<file path="config.mk">
export PLATFORM = sky130hd
export DESIGN_NAME = fab_bus_fabric
export DESIGN_NICKNAME = d
export VERILOG_FILES = /design/src/rtl/fab_pkg.sv /design/src/rtl/fab_decode.sv /design/src/rtl/fab_miss_err.sv /design/src/rtl/fab_resp_mux.sv /design/src/rtl/fab_bus_fabric.sv
export SDC_FILE = /design/constraint.sdc
export NUM_CORES = 1
export LEC_CHECK = 0
export ABC_AREA = 1
export BUFFER_PORTS_ARGS = -buffer_cell sky130_fd_sc_hd__buf_2
export CAP_MARGIN = 30
export CORE_AREA = 2 2 156 158
export CTS_CLUSTER_SIZE = 16
export DETAILED_ROUTE_END_ITERATION = 12
export DIE_AREA = 0 0 158 160
export PLACE_DENSITY = 0.38
export SLEW_MARGIN = 20
export SYNTH_ARGS = -nofsm -noshare
export SYNTH_HDL_FRONTEND = slang
export SYNTH_HIERARCHICAL = 1
export SYNTH_SLANG_ARGS = --single-unit
</file>
<file path="constraint.sdc">
create_clock -name clk -period 1.95 [get_ports clk]
set_input_delay 0.39 -clock clk [delete_from_list [all_inputs] [get_ports clk]]
set_output_delay 0.39 -clock clk [all_outputs]
set_load 0.01 [all_outputs]
</file>
<file path="src/rtl/fab_pkg.sv">
// Package fab_pkg
// Shared constants and types for the address-decoding bus fabric.
// Assumes nothing beyond standard SystemVerilog.
package fab_pkg;
    // Width of each entry in the per-slave local-bit-count table
    localparam int FAB_BITS_W = 8;

    // State of the fabric's own error responder
    typedef enum logic {
        MISS_IDLE = 1'b0,
        MISS_ERR  = 1'b1
    } fab_miss_st_e;
endpackage

</file>
<file path="src/rtl/fab_decode.sv">
// Module fab_decode
// Compares one address against every table entry.
// Each entry i covers the addresses whose bits at and above SLV_BITS[i]
// equal those of SLV_BASE[i].
// Returns a one-hot selection, in which the lowest matching index wins,
// and a flag that is set when nothing matches.
// Assumes SLV_BITS[i] <= AW. It is purely combinational.
module fab_decode #(
    parameter int N_SLV = 3,
    parameter int AW    = 32,
    parameter int BW    = fab_pkg::FAB_BITS_W,
    parameter logic [N_SLV-1:0][AW-1:0] SLV_BASE = '0,
    parameter logic [N_SLV-1:0][BW-1:0] SLV_BITS = '0
) (
    input  logic [AW-1:0]    addr,
    output logic [N_SLV-1:0] sel,
    output logic             miss
);
    logic [N_SLV-1:0] hit;

    genvar gi;
    generate
        for (gi = 0; gi < N_SLV; gi++) begin : g_entry
            localparam logic [AW-1:0] HI_MASK = {AW{1'b1}} << SLV_BITS[gi];
            // Raw match of entry gi: upper bits equal the base address
            assign hit[gi] = (((addr ^ SLV_BASE[gi]) & HI_MASK) == '0);
        end
    endgenerate

    // Priority pick: keep only the lowest-index hit
    always_comb begin
        logic seen;
        seen = 1'b0;
        for (int i = 0; i < N_SLV; i++) begin
            sel[i] = hit[i] & ~seen;
            seen   = seen | hit[i];
        end
        miss = ~seen;
    end
endmodule

</file>
<file path="src/rtl/fab_miss_err.sv">
// Module fab_miss_err
// Answers a strobe on an unmatched address with an error one cycle long.
// The error goes high in the cycle after the edge that sees the strobe.
// A held strobe cannot produce two error cycles in a row.
// Reset is synchronous and active low.
module fab_miss_err (
    input  logic clk,
    input  logic rst_n,
    input  logic stb,
    input  logic miss,
    output logic err
);
    import fab_pkg::*;

    fab_miss_st_e st_q;

    // Single-cycle error pulse state
    always_ff @(posedge clk) begin
        if (!rst_n) begin
            st_q <= MISS_IDLE;
        end else if (st_q == MISS_ERR) begin
            st_q <= MISS_IDLE;
        end else if (stb && miss) begin
            st_q <= MISS_ERR;
        end
    end

    assign err = (st_q == MISS_ERR);


    err_one_cycle_chk: assert property (@(posedge clk) disable iff (!rst_n)
        err |=> !err);


    err_cause_chk: assert property (@(posedge clk) disable iff (!rst_n)
        $rose(err) |-> $past(stb && miss));
endmodule

</file>
<file path="src/rtl/fab_resp_mux.sv">
// Module fab_resp_mux
// Returns the response of the selected slave to the master.
// Read data is built as an AND-OR of the slave read data, so it is zero
// when no slave is selected.
// Acknowledge and error are the OR of the selected slave's flags.
// The fabric's own miss error is added to the error.
// Assumes sel is one-hot or zero. It is purely combinational.
module fab_resp_mux #(
    parameter int N_SLV = 3,
    parameter int DW    = 32
) (
    input  logic [N_SLV-1:0]         sel,
    input  logic [N_SLV-1:0][DW-1:0] s_rdata,
    input  logic [N_SLV-1:0]         s_ack,
    input  logic [N_SLV-1:0]         s_err,
    input  logic                     miss_err,
    output logic [DW-1:0]            m_rdata,
    output logic                     m_ack,
    output logic                     m_err
);
    // AND-OR combine of the selected slave's response
    always_comb begin
        m_rdata = '0;
        m_ack   = 1'b0;
        m_err   = miss_err;
        for (int i = 0; i < N_SLV; i++) begin
            m_rdata = m_rdata | (s_rdata[i] & {DW{sel[i]}});
            m_ack   = m_ack | (s_ack[i] & sel[i]);
            m_err   = m_err | (s_err[i] & sel[i]);
        end
    end
endmodule

</file>
<file path="src/rtl/fab_bus_fabric.sv">
// Module fab_bus_fabric
// Top of the address-decoding bus fabric.
// It connects one master port to N_SLV slave ports. The write-side signals
// go to every slave, and the strobe reaches only the slave that the
// decode table selects.
// The response of that slave returns to the master. A strobe on an
// unmatched address gets a one-cycle error generated by the fabric.
// Assumes the master holds its request stable until ack or err.
// Reset is synchronous and active low.
module fab_bus_fabric #(
    parameter int N_SLV = 3,
    parameter int AW    = 32,
    parameter int DW    = 32,
    parameter int BW    = fab_pkg::FAB_BITS_W,
    parameter logic [N_SLV-1:0][AW-1:0] SLV_BASE = {32'h0000_1000, 32'h0000_0002, 32'h0000_0000},
    parameter logic [N_SLV-1:0][BW-1:0] SLV_BITS = {8'd4, 8'd0, 8'd1}
) (
    input  logic                     clk,
    input  logic                     rst_n,
    input  logic [AW-1:0]            m_addr,
    input  logic [DW-1:0]            m_wdata,
    input  logic                     m_we,
    input  logic                     m_stb,
    output logic [DW-1:0]            m_rdata,
    output logic                     m_ack,
    output logic                     m_err,
    output logic [N_SLV-1:0][AW-1:0] s_addr,
    output logic [N_SLV-1:0][DW-1:0] s_wdata,
    output logic [N_SLV-1:0]         s_we,
    output logic [N_SLV-1:0]         s_stb,
    input  logic [N_SLV-1:0][DW-1:0] s_rdata,
    input  logic [N_SLV-1:0]         s_ack,
    input  logic [N_SLV-1:0]         s_err
);
    logic [N_SLV-1:0] sel;
    logic             miss;
    logic             miss_err;

    fab_decode #(
        .N_SLV    (N_SLV),
        .AW       (AW),
        .BW       (BW),
        .SLV_BASE (SLV_BASE),
        .SLV_BITS (SLV_BITS)
    ) u_decode (
        .addr (m_addr),
        .sel  (sel),
        .miss (miss)
    );

    fab_miss_err u_miss_err (
        .clk   (clk),
        .rst_n (rst_n),
        .stb   (m_stb),
        .miss  (miss),
        .err   (miss_err)
    );

    genvar gi;
    generate
        for (gi = 0; gi < N_SLV; gi++) begin : g_port
            // Broadcast of the write-side bus and gated strobe for slave gi
            assign s_addr[gi]  = m_addr;
            assign s_wdata[gi] = m_wdata;
            assign s_we[gi]    = m_we;
            assign s_stb[gi]   = m_stb & sel[gi];
        end
    endgenerate

    fab_resp_mux #(
        .N_SLV (N_SLV),
        .DW    (DW)
    ) u_resp (
        .sel      (sel),
        .s_rdata  (s_rdata),
        .s_ack    (s_ack),
        .s_err    (s_err),
        .miss_err (miss_err),
        .m_rdata  (m_rdata),
        .m_ack    (m_ack),
        .m_err    (m_err)
    );


    stb_onehot_chk: assert property (@(posedge clk) disable iff (!rst_n)
        $onehot0(s_stb));


    stb_needs_master_chk: assert property (@(posedge clk) disable iff (!rst_n)
        (|s_stb) |-> m_stb);


    miss_no_ack_chk: assert property (@(posedge clk) disable iff (!rst_n)
        (m_stb && miss) |-> (!m_ack && s_stb == '0));


    miss_rdata_zero_chk: assert property (@(posedge clk) disable iff (!rst_n)
        miss |-> (m_rdata == '0));
endmodule

</file>
* Yosys cells after proc, flatten, opt, wreduce, memory -nomap -nowiden
Cells that the tools add are included.
** Word-level totals
- Word-level logic and storage cells :: 36
- Input port bits :: 170
- Register bits after elaboration :: 1
** Operators by class
- Bitwise operators :: 29
- Mux-type cells :: 1
- Reduce and logical (&&, ||, !) cells :: 5
** Operator list (count)
- $and A32 B32 Y32 :: 3
- $logic_not A32 Y1 :: 3
- $or A32 B32 Y32 :: 2
- $and A1 B1 Y1 :: 11
- $or A1 B1 Y1 :: 7
- $not A1 Y1 :: 6
- $reduce_or A2 Y1 :: 1
- $logic_and A1 B1 Y1 :: 1
- $mux W1 :: 1

* Depth between registers and ports, before layout
- Depth in word-level cells :: 7
- Mapped depth :: 11
- Gate-level depth less buffers :: 10

* Cells and area by module
The synthesis kept the hierarchy.
** Modules (own cells, without submodules)
- fab_bus_fabric :: times used 1, sequential area each 0.0 um^2, cells an instance 201, area each 1486.4 um^2
- fab_resp_mux :: times used 1, sequential area each 0.0 um^2, cells an instance 150, area each 815.8 um^2
- fab_decode :: times used 1, sequential area each 0.0 um^2, cells an instance 45, area each 201.4 um^2
- fab_miss_err :: times used 1, sequential area each 20.0 um^2, cells an instance 5, area each 37.5 um^2

* Worst setup path after synthesis
OpenSTA, ideal clock, no wires.
- Path kind :: input to output
- Start :: input port m_addr[29]
- End :: output port m_rdata[19]
- Data arrival time :: 1.317 ns
- Path buffers :: 2
- Path slack :: 0.243 ns
- Stages on the path :: 9
- Cell sequence :: nor2_1 > nand2_1 > nor2_1 > nand2_1 > nor2_1 > buf_6 > buf_6 > nand2_1 > nand3_1
** On the way
- Word-level cells in the longest chain between the ends :: 6
** RTL lines
- from (decl) :: line fab_bus_fabric.sv:20 : input logic [AW-1:0] m_addr,
- $logic_not A32 Y1 :: line fab_decode.sv:26 : assign hit[gi] = (((addr ^ SLV_BASE[gi]) & HI_MASK) == '0);
- $not A1 Y1 :: line fab_decode.sv:35 : sel[i] = hit[i] & ~seen;
- $and A1 B1 Y1 (*) :: line fab_decode.sv:35
- via sel[1] :: line fab_bus_fabric.sv:35 : logic [N_SLV-1:0] sel;
- $and A32 B32 Y32 (*) :: line fab_resp_mux.sv:27 : m_rdata = m_rdata | (s_rdata[i] & {DW{sel[i]}});
- $or A32 B32 Y32 (*) (2 in a row) :: line fab_resp_mux.sv:27
- to (decl) :: line fab_bus_fabric.sv:24 : output logic [DW-1:0] m_rdata,
The timed path passes the listed nets; every way through them passes the cells marked *.

* Worst setup path in the final report
- Start :: input port m_addr[15]
- End :: output port m_err
** On the way
- Word-level cells in the longest chain between the ends :: 6
** RTL lines
- $logic_not A32 Y1 :: line fab_decode.sv:26
- $not A1 Y1 :: line fab_decode.sv:35
- $and A1 B1 Y1 (*) :: line fab_decode.sv:35
- via sel[1] :: line fab_bus_fabric.sv:35
- $and A1 B1 Y1 (*) :: line fab_resp_mux.sv:29 : m_err = m_err | (s_err[i] & sel[i]);
- $or A1 B1 Y1 (*) (2 in a row) :: line fab_resp_mux.sv:29
- to (decl) :: line fab_bus_fabric.sv:26 : output logic m_err,
Marked as above.

==> qor.yml <==
max_freq_ghz: 0.478
wire_per_inst_um: 13.3
rsz0062_at_grt: "yes"
avgViaCountPerCell: 3.11
mappedNetlistNets: 571
drc_errors: 0
die_x_um: 158
path_clk_slew_ns: 0
crit_path_top_delay_cell: "sky130_fd_sc_hd__nor2_4"
max-slew-margin-rel_pct: 82.0
layout-area-overhead-vs-synth_pct: 48.5
p_sw_uw: 198
cap_viol_max_count: 0
fp.dieArea_um2: 25300
power_leakage_nw: 2.19
fillers: 2783
cp_data_arrival_time_ns: 1.70
final_critical_path_setup_slack_ns: -0.142
ordered_list_of_cells_on_the_worst_path: "buf_4 > nor2_1 > nand2_1 > nor2_4 > nand2_4 > nor2_4 > buf_4 > buf_12 > nand2_1 > nand2_1 > inv_1 > nand2_1 > buf_2"
setup_violations: 37
min_to: "u_miss_err/err$_SDFF_PP0_"
outcome: "finished with violations"
timing.critical_path.to_type: "primary output"
seq_area_frac_synth_pct: 0.788
postSynthAreaPerCell_um2: 6.34
required_ns: 1.56
worst_hold_path_class: "reg -> reg"
combinational_fraction_of_design_power_pct: 94.3
cts_hold_buffers_added: 0
wire_length_of_the_first_global_routing_pass_um: 12900
hold-path-cell-count: 3
timing.critical_path.mode_cell: "sky130_fd_sc_hd__nand2_1"
ys_top_cells_by_area: "sky130_fd_sc_hd__buf_4, sky130_fd_sc_hd__nand2_1, sky130_fd_sc_hd__nand3_2, sky130_fd_sc_hd__buf_6, sky130_fd_sc_hd__nor2_1"
synth.top_cell.area_share_pct: 57.6
timing.final.hold_violations: 0
place.port_buffers: 269
drt_pass1_iterations: 4
fin_util_pct: 15.8
final.min_clock_period_ns: 2.09
fin_nets: 682
final_cell_mix: "sky130_fd_sc_hd__buf_2, sky130_fd_sc_hd__nand2_1, sky130_fd_sc_hd__buf_6"
antenna_viol_nets_final: 0
layout.area.seq_um2: 20.0
layout-drive-gt1-share_pct: 78.2
p_int_uw: 237
timing_worst_slew_pin_value_ns: 0.270
synth_area_leader_cell: "sky130_fd_sc_hd__buf_4"
ys_seq_elements: 1
placed_cells: 815
mappedNetlistArea_um2: 2540
part_of_the_power_in_registers_pct: 5.7
critPathKind: "in -> out"
largest_reg_flops: 1
rr_worst_depth: 3
multi_input_area_um2: 1140
clkLatencyLatePin_ns: 0
floorplan.rows: 57
worst-r2r-setup-slack_ns: 1.22
hpwl_um: 7710
gr-usage-all-layers_pct: 6.70
dr_total_vias: 2596
ys.warnings.count: 6
drt_iter0_drc: 90
finalMaxSlewViolations: 0
power_dens_cells_nw_per_um2: 115
synthCells: 401
pin_count_of_the_biggest_net_entering_global_routing: 32
n_antenna_cell: 0
netSwitchingFraction_pct: 45.6
finClkSkew_ns: 0
floorplan.initialDensity_pct: 10.7
antenna_found_initial: 0
die_height_um: 160
path_max_fanout: 16
global_route.overflow_total: 0
ir_drop_mv: 0.0786
worst_hold_startpoint: "u_miss_err/err$_SDFF_PP0_"
failed_checks: "setup timing"
io_pins: 402
finalWirelength_um: 11100
place_congestion: 0.663
reg2reg_to: "u_miss_err/err$_SDFF_PP0_"
share_clk_of_total_power_pct: 0
placeableCoreArea_um2: 23800
final_min_period_over_clock_period_pct: 107
final-instance-count-excl-fill: 834
critical_path.max_stage_delay_ns: 0.16
beginning_of_the_worst_register_to_register_path: "u_miss_err/err$_SDFF_PP0_"
synth_cell_type_count: 16
start_kind: "input port"
layout.cells.most_common: "sky130_fd_sc_hd__buf_2"
first_global_vias: 2284
## synthesized netlist by cell type
| library cell | instances |
|---|---|
| sky130_fd_sc_hd__buf_4 | 195 |
| sky130_fd_sc_hd__nand2_1 | 119 |
| sky130_fd_sc_hd__dfxtp_1 | 1 |
| sky130_fd_sc_hd__nand3b_1 | 1 |
| sky130_fd_sc_hd__inv_2 | 1 |
| sky130_fd_sc_hd__nand2_2 | 3 |
| sky130_fd_sc_hd__nor2_1 | 18 |
| sky130_fd_sc_hd__a21oi_1 | 1 |
| sky130_fd_sc_hd__inv_1 | 6 |
| sky130_fd_sc_hd__and2_1 | 1 |
| sky130_fd_sc_hd__buf_6 | 12 |
| sky130_fd_sc_hd__nand3_2 | 23 |
| sky130_fd_sc_hd__nor2_2 | 8 |
| sky130_fd_sc_hd__nor3_1 | 1 |
| sky130_fd_sc_hd__a21oi_2 | 1 |
| sky130_fd_sc_hd__nand3_1 | 10 |
## worst max-delay path by stage
stage | from | cells past startpoint | to | slack [ns]
3_3_place_gp | m_addr[5] | 12 | m_err | -0.32
6_report | m_addr[15] | 13 | m_err | -0.14
5_1_grt | m_addr[31] | 13 | m_err | -0.26
4_1_cts | m_addr[31] | 12 | m_err | -0.18
3_5_place_dp | m_addr[5] | 10 | m_rdata[0] | -0.25
2_1_floorplan | m_addr[29] | 9 | m_rdata[19] | 0.24
## stage by stage
| stage | total power, mW | setup WS, ns | hold WS, ns | TNS [ns] | instance area [µm²] |
|---|---|---|---|---|---|
| after global placement | 0.410 | -0.322 | 0.624 | -6.86 | 2960 |
| after floorplan | 0.453 | 0.243 | 0.466 | 0 | 2540 |
| final | 0.435 | -0.142 | 0.606 | -3.34 | 3770 |
| after detailed placement | 0.406 | -0.246 | 0.625 | -6.74 | 2960 |
| after global routing | 0.470 | -0.257 | 0.671 | -7.69 | 3770 |
| after CTS | 0.433 | -0.178 | 0.628 | -4.65 | 3420 |
## cells by family after synthesis
kind of cell	count (synthesis)	share of synthesized area (%)
simple gates	184	34.7
compound gates	2	0.541
flops	1	0.788
buf+inv	214	64.0
## timing repair
item / 4_1_cts / 5_1_grt
resized for setup: 71 / 48
cloned: 3 / 5
endpoints found under the hold margin: 0 / 0
endpoints found under the setup margin: 37 / 38
pin swaps: 5 / 4
buffers inserted: 8 / 3
## power groups by stage
stage	logic, mW	registers (mW)	clock network, mW
floorplan	0.431	0.0225	0
global placement	0.385	0.0248	0
detailed placement	0.381	0.0249	0
CTS	0.408	0.0249	0
global route	0.445	0.0248	0
finish	0.410	0.0246	0
## metal layers
| metal | vias to the layer above | share of wire [%] | GRT usage (%) |
|---|---|---|---|
| met5 | - | 0 | 0 |
| met1 | 1112 | 42 | 8.62 |
| met4 | 0 | 0.036 | 0.0819 |
| met3 | 2 | 12 | 2.77 |
| met2 | 227 | 46 | 11.1 |
| li1 | 1255 | - | - |
## critical path: cells and delay by family
family	cells	cell delay [ns]
simple gates	8	0.72
buf+inv	5	0.56
## area by class of cell
type | count | area share, %
well taps | 324 | 10.7
flip-flops and latches | 1 | 0.531
repair buffers | 316 | 57.9
inverters | 7 | 0.696
multi-input cells | 186 | 30.2
Power figures use the tool's default switching activity.
